## config.mk

```make
export PLATFORM = sky130hd
export DESIGN_NAME = link_phase_mgr
export DESIGN_NICKNAME = d
export VERILOG_FILES = /design/src/rtl/link_mgr_pkg.sv /design/src/rtl/lm_sync_chain.sv /design/src/rtl/lm_tx_mux.sv /design/src/rtl/lm_rx_gate.sv /design/src/rtl/link_phase_mgr.sv
export SDC_FILE = /design/constraint.sdc
export NUM_CORES = 1
export LEC_CHECK = 0
export ABC_AREA = 1
export BUFFER_PORTS_ARGS = -buffer_cell sky130_fd_sc_hd__buf_2
export CAP_MARGIN = 20
export CORE_UTILIZATION = 45
export DETAILED_ROUTE_END_ITERATION = 6
export GPL_ROUTABILITY_DRIVEN = 0
export HOLD_SLACK_MARGIN = 0.08
export PLACE_DENSITY = 0.82
export RECOVER_POWER = 50
export SYNTH_ARGS = -nofsm -noshare
export SYNTH_HDL_FRONTEND = slang
export SYNTH_SLANG_ARGS = --single-unit
```

## constraint.sdc

```tcl
create_clock -name clk_ref -period 1.2 [get_ports clk_ref]
set_clock_uncertainty 0.1 [all_clocks]
set_input_delay 0.12 -clock clk_ref [delete_from_list [all_inputs] [get_ports clk_ref]]
set_output_delay 0.12 -clock clk_ref [all_outputs]
set_load 0.01 [all_outputs]
```

## src/rtl/link_mgr_pkg.sv

```systemverilog
package link_mgr_pkg;

   typedef enum logic {
      PH_FILL = 1'b0,
      PH_DATA = 1'b1
   } phase_e;

   function automatic phase_e next_phase(input phase_e cur);
      return (cur == PH_FILL) ? PH_DATA : PH_FILL;
   endfunction

endpackage

```

## src/rtl/lm_sync_chain.sv

```systemverilog
module lm_sync_chain #(
   parameter int W       = 16,
   parameter int STAGES  = 2
) (
   input  logic         clk,
   input  logic         rst_n,
   input  logic [W-1:0] din,
   output logic [W-1:0] dout
);

   localparam int LAST = STAGES - 1;

   if (STAGES < 2) begin : g_bad_depth
      $error("lm_sync_chain: STAGES must be at least 2");
   end

   logic [W-1:0] stage_q [STAGES];

   for (genvar s = 0; s < STAGES; s++) begin : g_stage
      if (s == 0) begin : g_first
         always_ff @(posedge clk or negedge rst_n) begin
            if (!rst_n) stage_q[s] <= '0;
            else        stage_q[s] <= din;
         end
      end else begin : g_next
         always_ff @(posedge clk or negedge rst_n) begin
            if (!rst_n) stage_q[s] <= '0;
            else        stage_q[s] <= stage_q[s-1];
         end
      end
   end

   assign dout = stage_q[LAST];

endmodule

```

## src/rtl/lm_tx_mux.sv

```systemverilog
module lm_tx_mux
   import link_mgr_pkg::*;
#(
   parameter int W         = 16,
   parameter bit ZERO_FILL = 1'b1
) (
   input  logic         clk,
   input  logic         rst_n,
   input  logic [W-1:0] word_sync,
   input  logic         los_q,
   output logic         fill,
   output logic [W-1:0] data
);

   phase_e       phase_q;
   logic         fill_q;
   logic [W-1:0] data_q;
   logic         fill_d;

   assign fill_d = (phase_q == PH_FILL) || los_q;

   always_ff @(posedge clk or negedge rst_n) begin
      if (!rst_n) begin
         phase_q <= PH_FILL;
         fill_q  <= 1'b1;
      end else begin
         phase_q <= next_phase(phase_q);
         fill_q  <= fill_d;
      end
   end

   if (ZERO_FILL) begin : g_zero
      always_ff @(posedge clk or negedge rst_n) begin
         if (!rst_n)      data_q <= '0;
         else if (fill_d) data_q <= '0;
         else             data_q <= word_sync;
      end
   end else begin : g_hold
      always_ff @(posedge clk or negedge rst_n) begin
         if (!rst_n)       data_q <= '0;
         else if (!fill_d) data_q <= word_sync;
      end
   end

   assign fill = fill_q;
   assign data = data_q;

endmodule

```

## src/rtl/lm_rx_gate.sv

```systemverilog
module lm_rx_gate #(
   parameter int W = 16
) (
   input  logic         clk,
   input  logic         rst_n,
   input  logic [W-1:0] rx_data,
   input  logic         rx_ctrl,
   input  logic         rx_los,
   output logic [W-1:0] word,
   output logic         valid,
   output logic         up,
   output logic         los_q
);

   logic [W-1:0] data_q;
   logic         ctrl_q;
   logic         los_r;
   logic         expect_q;
   logic         accept;
   logic [W-1:0] word_q;
   logic         valid_q;
   logic         up_q;

   always_ff @(posedge clk or negedge rst_n) begin
      if (!rst_n) begin
         data_q <= '0;
         ctrl_q <= 1'b0;
         los_r  <= 1'b1;
      end else begin
         data_q <= rx_data;
         ctrl_q <= rx_ctrl;
         los_r  <= rx_los;
      end
   end

   assign accept = expect_q && !ctrl_q && !los_r;

   always_ff @(posedge clk or negedge rst_n) begin
      if (!rst_n) begin
         expect_q <= 1'b0;
         word_q   <= '0;
         valid_q  <= 1'b0;
         up_q     <= 1'b0;
      end else begin
         expect_q <= ctrl_q && !los_r;
         valid_q  <= accept;
         up_q     <= !los_r;
         if (accept) word_q <= data_q;
      end
   end

   assign word  = word_q;
   assign valid = valid_q;
   assign up    = up_q;
   assign los_q = los_r;

endmodule

```

## src/rtl/link_phase_mgr.sv

```systemverilog
module link_phase_mgr #(
   parameter int W           = 16,
   parameter int SYNC_STAGES = 2,
   parameter bit ZERO_FILL   = 1'b1
) (
   input  logic         clk_ref,
   input  logic         rst_n,
   input  logic [W-1:0] usr_tx_word,
   output logic         ser_tx_clk,
   output logic [W-1:0] ser_tx_data,
   output logic         ser_tx_fill,
   input  logic [W-1:0] ser_rx_data,
   input  logic         ser_rx_ctrl,
   input  logic         ser_rx_los,
   output logic [W-1:0] usr_rx_word,
   output logic         usr_rx_valid,
   output logic         link_up
);

   if (W < 1) begin : g_bad_width
      $error("link_phase_mgr: W must be positive");
   end

   logic [W-1:0] word_sync;
   logic         los_q;

   assign ser_tx_clk = clk_ref;

   lm_sync_chain #(.W(W), .STAGES(SYNC_STAGES)) u_sync (
      .clk   (clk_ref),
      .rst_n (rst_n),
      .din   (usr_tx_word),
      .dout  (word_sync)
   );

   lm_tx_mux #(.W(W), .ZERO_FILL(ZERO_FILL)) u_tx (
      .clk       (clk_ref),
      .rst_n     (rst_n),
      .word_sync (word_sync),
      .los_q     (los_q),
      .fill      (ser_tx_fill),
      .data      (ser_tx_data)
   );

   lm_rx_gate #(.W(W)) u_rx (
      .clk     (clk_ref),
      .rst_n   (rst_n),
      .rx_data (ser_rx_data),
      .rx_ctrl (ser_rx_ctrl),
      .rx_los  (ser_rx_los),
      .word    (usr_rx_word),
      .valid   (usr_rx_valid),
      .up      (link_up),
      .los_q   (los_q)
   );

endmodule

```

Word level (Yosys, flattened, before mapping) --
Cells that the tools add are included.
Word-level totals: flip-flop bits (word level) 87, output and inout port bits 36, logic and storage cells 21
Cells by class: muxes and demuxes 2, bitwise logic cells 1, reductions and logical operators 6
Operator list (number):
- 2-to-1 mux 16 bit | 1
- logical AND 1 bit | 3
- logical NOT 1 bit | 2
- logical OR 1 bit | 1
- 2-to-1 mux 1 bit | 1
- inverter 1 bit | 1

Depth between registers and ports, before layout --
word-level depth 3, mapped depth 5, mapped depth without buffers 4

Modules after synthesis --
A second synthesis with hierarchy kept.
Second synthesis, totals: cells, all modules 198, area, all modules 2743.9 um2
By module, submodules not included:
- lm_rx_gate | times used 1, cells an instance 95, area each 1218.7 um2, sequential area each 927.1 um2
- lm_sync_chain | times used 1, cells an instance 48, area each 920.9 um2, sequential area each 800.8 um2
- lm_tx_mux | times used 1, cells an instance 54, area each 596.8 um2, sequential area each 451.7 um2
- link_phase_mgr | times used 1, cells an instance 1, area each 7.5 um2, sequential area each 0.0 um2

==> impl_metrics.prom <==
# TYPE chip_impl_metric gauge
chip_impl_info{name="outcome",value="complete, but fails checks"} 1
chip_impl_info{name="violations",value="negative setup slack"} 1
chip_impl_metric{name="syn_inst",unit=""} 181
chip_impl_metric{name="io_pins",unit=""} 72
chip_impl_metric{name="globalRouteMet3Util",unit="%"} 7.65
chip_impl_metric{name="syn-cell-area",unit="um2"} 2590
chip_impl_info{name="worstSetupStartpointType",value="flop"} 1
chip_impl_metric{name="num-nets-final",unit=""} 352
chip_impl_info{name="worstHoldPathType",value="primary input to asynchronous set/reset pin"} 1
chip_impl_metric{name="grt_pass1_wl",unit="um"} 8050
chip_impl_metric{name="power.switching_fraction",unit="%"} 23.1
chip_impl_info{name="synth_largest_area_cell",value="dfrtp_1"} 1
chip_impl_metric{name="remaining_drc_errors",unit=""} 0
chip_impl_info{name="rsz_0062_raised_after_global_routing",value="true"} 1
chip_impl_metric{name="timing.critical_path.arrival",unit="ns"} 1.06
chip_impl_metric{name="dp_hpwl",unit="um"} 2690
chip_impl_metric{name="power",unit="mW"} 6.13
chip_impl_metric{name="pin_count_of_the_biggest_net_entering_global_routing",unit=""} 33
chip_impl_metric{name="clock.fmax",unit="MHz"} 780
chip_impl_metric{name="detailed_place.area",unit="um2"} 3090
chip_impl_metric{name="timing.final.hold_violations",unit=""} 0
chip_impl_info{name="worst_path_dominant_cell_family",value="flip-flops"} 1
chip_impl_metric{name="floorplan.rows",unit=""} 27
chip_impl_metric{name="synth.net_count",unit=""} 217
chip_impl_metric{name="combinationalPowerShare",unit="%"} 10.8
chip_impl_metric{name="slew_viol_final",unit=""} 0
chip_impl_metric{name="timing.critical_path.buf_inv",unit=""} 1
chip_impl_info{name="most-common-layout-cells",value="85 x dfrtp_1, 65 x buf_2, 36 x dlygate4sd3_1, 32 x nand2_1, 20 x inv_1"} 1
chip_impl_metric{name="worst_ir_drop_vdd",unit="uV"} 1260
chip_impl_info{name="tritoncts",value="done"} 1
chip_impl_metric{name="clock_pin_slew_reported_for_the_worst_setup_and_hold_paths_after_clock_tree_synthesis",unit="ns"} 0.08
chip_impl_metric{name="relSlewSlack",unit="%"} 48.3
chip_impl_metric{name="groute.layer.met1.usage",unit="%"} 19.8
chip_impl_metric{name="internal_power",unit="mW"} 4.72
chip_impl_metric{name="first_global_vias",unit=""} 1821
chip_impl_metric{name="synth_seq_area_share",unit="%"} 84.1
chip_impl_metric{name="power.sequential.fraction",unit="%"} 52.2
chip_impl_metric{name="drtIter0Drc",unit=""} 97
chip_impl_metric{name="antenna_violations_before_repair",unit=""} 0
chip_impl_metric{name="timing.critical_path.slowest_cell_delay",unit="ns"} 0.53
chip_impl_metric{name="power_density",unit="nW/um2"} 1620
chip_impl_metric{name="grt_util_all_layers",unit="%"} 19.1
chip_impl_metric{name="ys_warn_count",unit=""} 0
chip_impl_metric{name="total_leakage_power",unit="nW"} 2.06
chip_impl_metric{name="chipHeight",unit="um"} 77.9
chip_impl_info{name="crit_path_end_kind",value="output port"} 1
chip_impl_metric{name="timing.final.crit_period",unit="ns"} 1.28
chip_impl_metric{name="netSwitchingPower",unit="mW"} 1.41
chip_impl_metric{name="buffer_ports.inserted",unit=""} 71
chip_impl_info{name="timing_worst_setup_path_type",value="flop to output port"} 1
chip_impl_metric{name="fin_util",unit="%"} 68.2
chip_impl_info{name="cp_slowest_cell",value="dfstp_2"} 1
chip_impl_metric{name="critical_path_peak_fanout",unit=""} 1
chip_impl_info{name="final_common_cell",value="dfrtp_1"} 1
chip_impl_metric{name="fin_crit_sh",unit="%"} 107
chip_impl_metric{name="yosys.area.top_type_share",unit="%"} 82.1
chip_impl_metric{name="routed_via_density",unit=""} 4.36
chip_impl_metric{name="cp.required",unit="ns"} 0.98
chip_impl_metric{name="synth.distinct_cells",unit=""} 12
chip_impl_info{name="path_cells",value="buf_6"} 1
chip_impl_metric{name="core_area",unit="um2"} 5540
chip_impl_metric{name="finalSetupViolations",unit=""} 3
chip_impl_metric{name="syn_area_per_cell",unit="um2"} 14.3
chip_impl_metric{name="maxCapViolCount",unit=""} 0
chip_impl_metric{name="initial_core_util",unit="%"} 46.8
chip_impl_metric{name="grt_remaining_overflow",unit=""} 0
chip_impl_metric{name="antenna_left",unit=""} 0
chip_impl_metric{name="worstSkewPairLatency",unit="ns"} 0.45
chip_impl_metric{name="routed_wirelength",unit="um"} 4890
chip_impl_metric{name="synth_seq_cells",unit=""} 87
chip_impl_metric{name="first_pass_iters",unit=""} 4
chip_impl_metric{name="antenna_cells_inserted",unit=""} 0
chip_impl_metric{name="layout_stage_area_growth_over_the_synthesis_result",unit="%"} 45.9
chip_impl_metric{name="chipWidth",unit="um"} 77.9
chip_impl_metric{name="design.die.area",unit="um2"} 6070
chip_impl_info{name="synth_top_cells_by_area",value="dfrtp_1 82%, nand2_1 4.6%, nand3_1 3.1%, inv_1 2.9%, nor2_1 2.5%"} 1
chip_impl_metric{name="globalRouteMet2Util",unit="%"} 30.4
chip_impl_metric{name="slew_at_the_pin_closest_to_its_max_slew_limit",unit="ns"} 0.775
chip_impl_metric{name="routed-via-count",unit=""} 1715
chip_impl_metric{name="route.detailed.wl_per_inst",unit="um"} 12.5
chip_impl_metric{name="setup_slack",unit="ns"} -0.0814
chip_impl_metric{name="power.share.clock",unit="%"} 36.9
chip_impl_metric{name="final_area",unit="um2"} 3780
chip_impl_info{name="globalRoute.busiestLayer",value="met2"} 1
chip_impl_metric{name="drive_above_1_share",unit="%"} 35.5
-- sequential cells by signal, indices dropped and copies added, names as in the netlist, 16 cells and up --
name,flops
u_rx.data_q,16
u_rx.word,16
u_sync.dout,16
u_sync.stage_q,16
u_tx.data,16
-- per-stage QoR --
stage,setup WS [ns],TNS [ns],std cells,hold slack (ns)
2_1_floorplan,0.0773,0,181,-0.276
3_3_place_gp,0.106,0,326,-0.136
3_5_place_dp,0.0685,0,326,-0.135
4_1_cts,-0.100,-0.149,388,0.0908
5_1_grt,-0.129,-2.65,393,0.181
6_report,-0.0814,-0.0896,393,0.203
-- Yosys cell counts --
master	instances
dfrtp_1	85
nand2_1	32
inv_1	20
nor2_1	17
nand3_1	16
buf_4	3
buf_2	2
dfstp_2	2
buf_6	1
nand2_2	1
nand2_4	1
nor2_4	1
-- per-layer routing --
metal	vias up	wire length (um)
met5	-	0
met3	19	237
met1	825	1830
li1	810	-
met2	61	2630
met4	0	199
-- kinds of logic (layout without fill, tap and decap cells) --
logic type	Yosys count	count (layout)	synth area share, %
buffers and inverters	26	166	4.59
AND/OR/NAND/NOR	68	68	11.3
flip-flops	87	87	84.1
-- power groups by stage --
stage                     registers [mW]  logic, mW  clock network (mW)
after floorplan                     3.30      0.131              0.0687
after global placement              3.26      0.444              0.0504
after detailed placement            3.26      0.461              0.0504
after CTS                           3.20      0.620                2.32
after global routing                3.22      0.735                2.49
final                               3.20      0.665                2.27
-- path summary, 6_finish.rpt --
kind	slack, ns	from	to	cells past startpoint
min in group clk_ref	0.21	ser_rx_ctrl	u_rx.ctrl_q	2
setup reg to reg	0.07	u_rx.los_q	u_rx.word[8]	4
setup / recovery	-0.08	u_tx.fill	ser_tx_fill	1
hold reg to reg	0.25	u_sync.stage_q[31]	u_sync.dout[15]	0
max in group asynchronous	0.10	rst_n	u_rx.data_q[3]	3
hold / removal	0.20	rst_n	u_sync.stage_q[20]	3
-- final cells by class --
class	instances	area [um2]
timing repair buffer	126	898
tap	72	90.1
clock inverter	6	60.1
clock buffer	14	184
multi-input combinational	68	293
fill	395	1760
inverter	20	75.1
sequential	87	2180
-- what timing repair did --
action | CTS | global route
pin swaps | 0 | 0
gates resized for setup | 1 | 4
setup buffers | 7 | 5
hold buffers | 36 | 0
hold endpoints to repair | 121 | 0
cloned | 0 | 0
setup endpoints to repair | 13 | 31
Power figures use the tool's default switching activity.
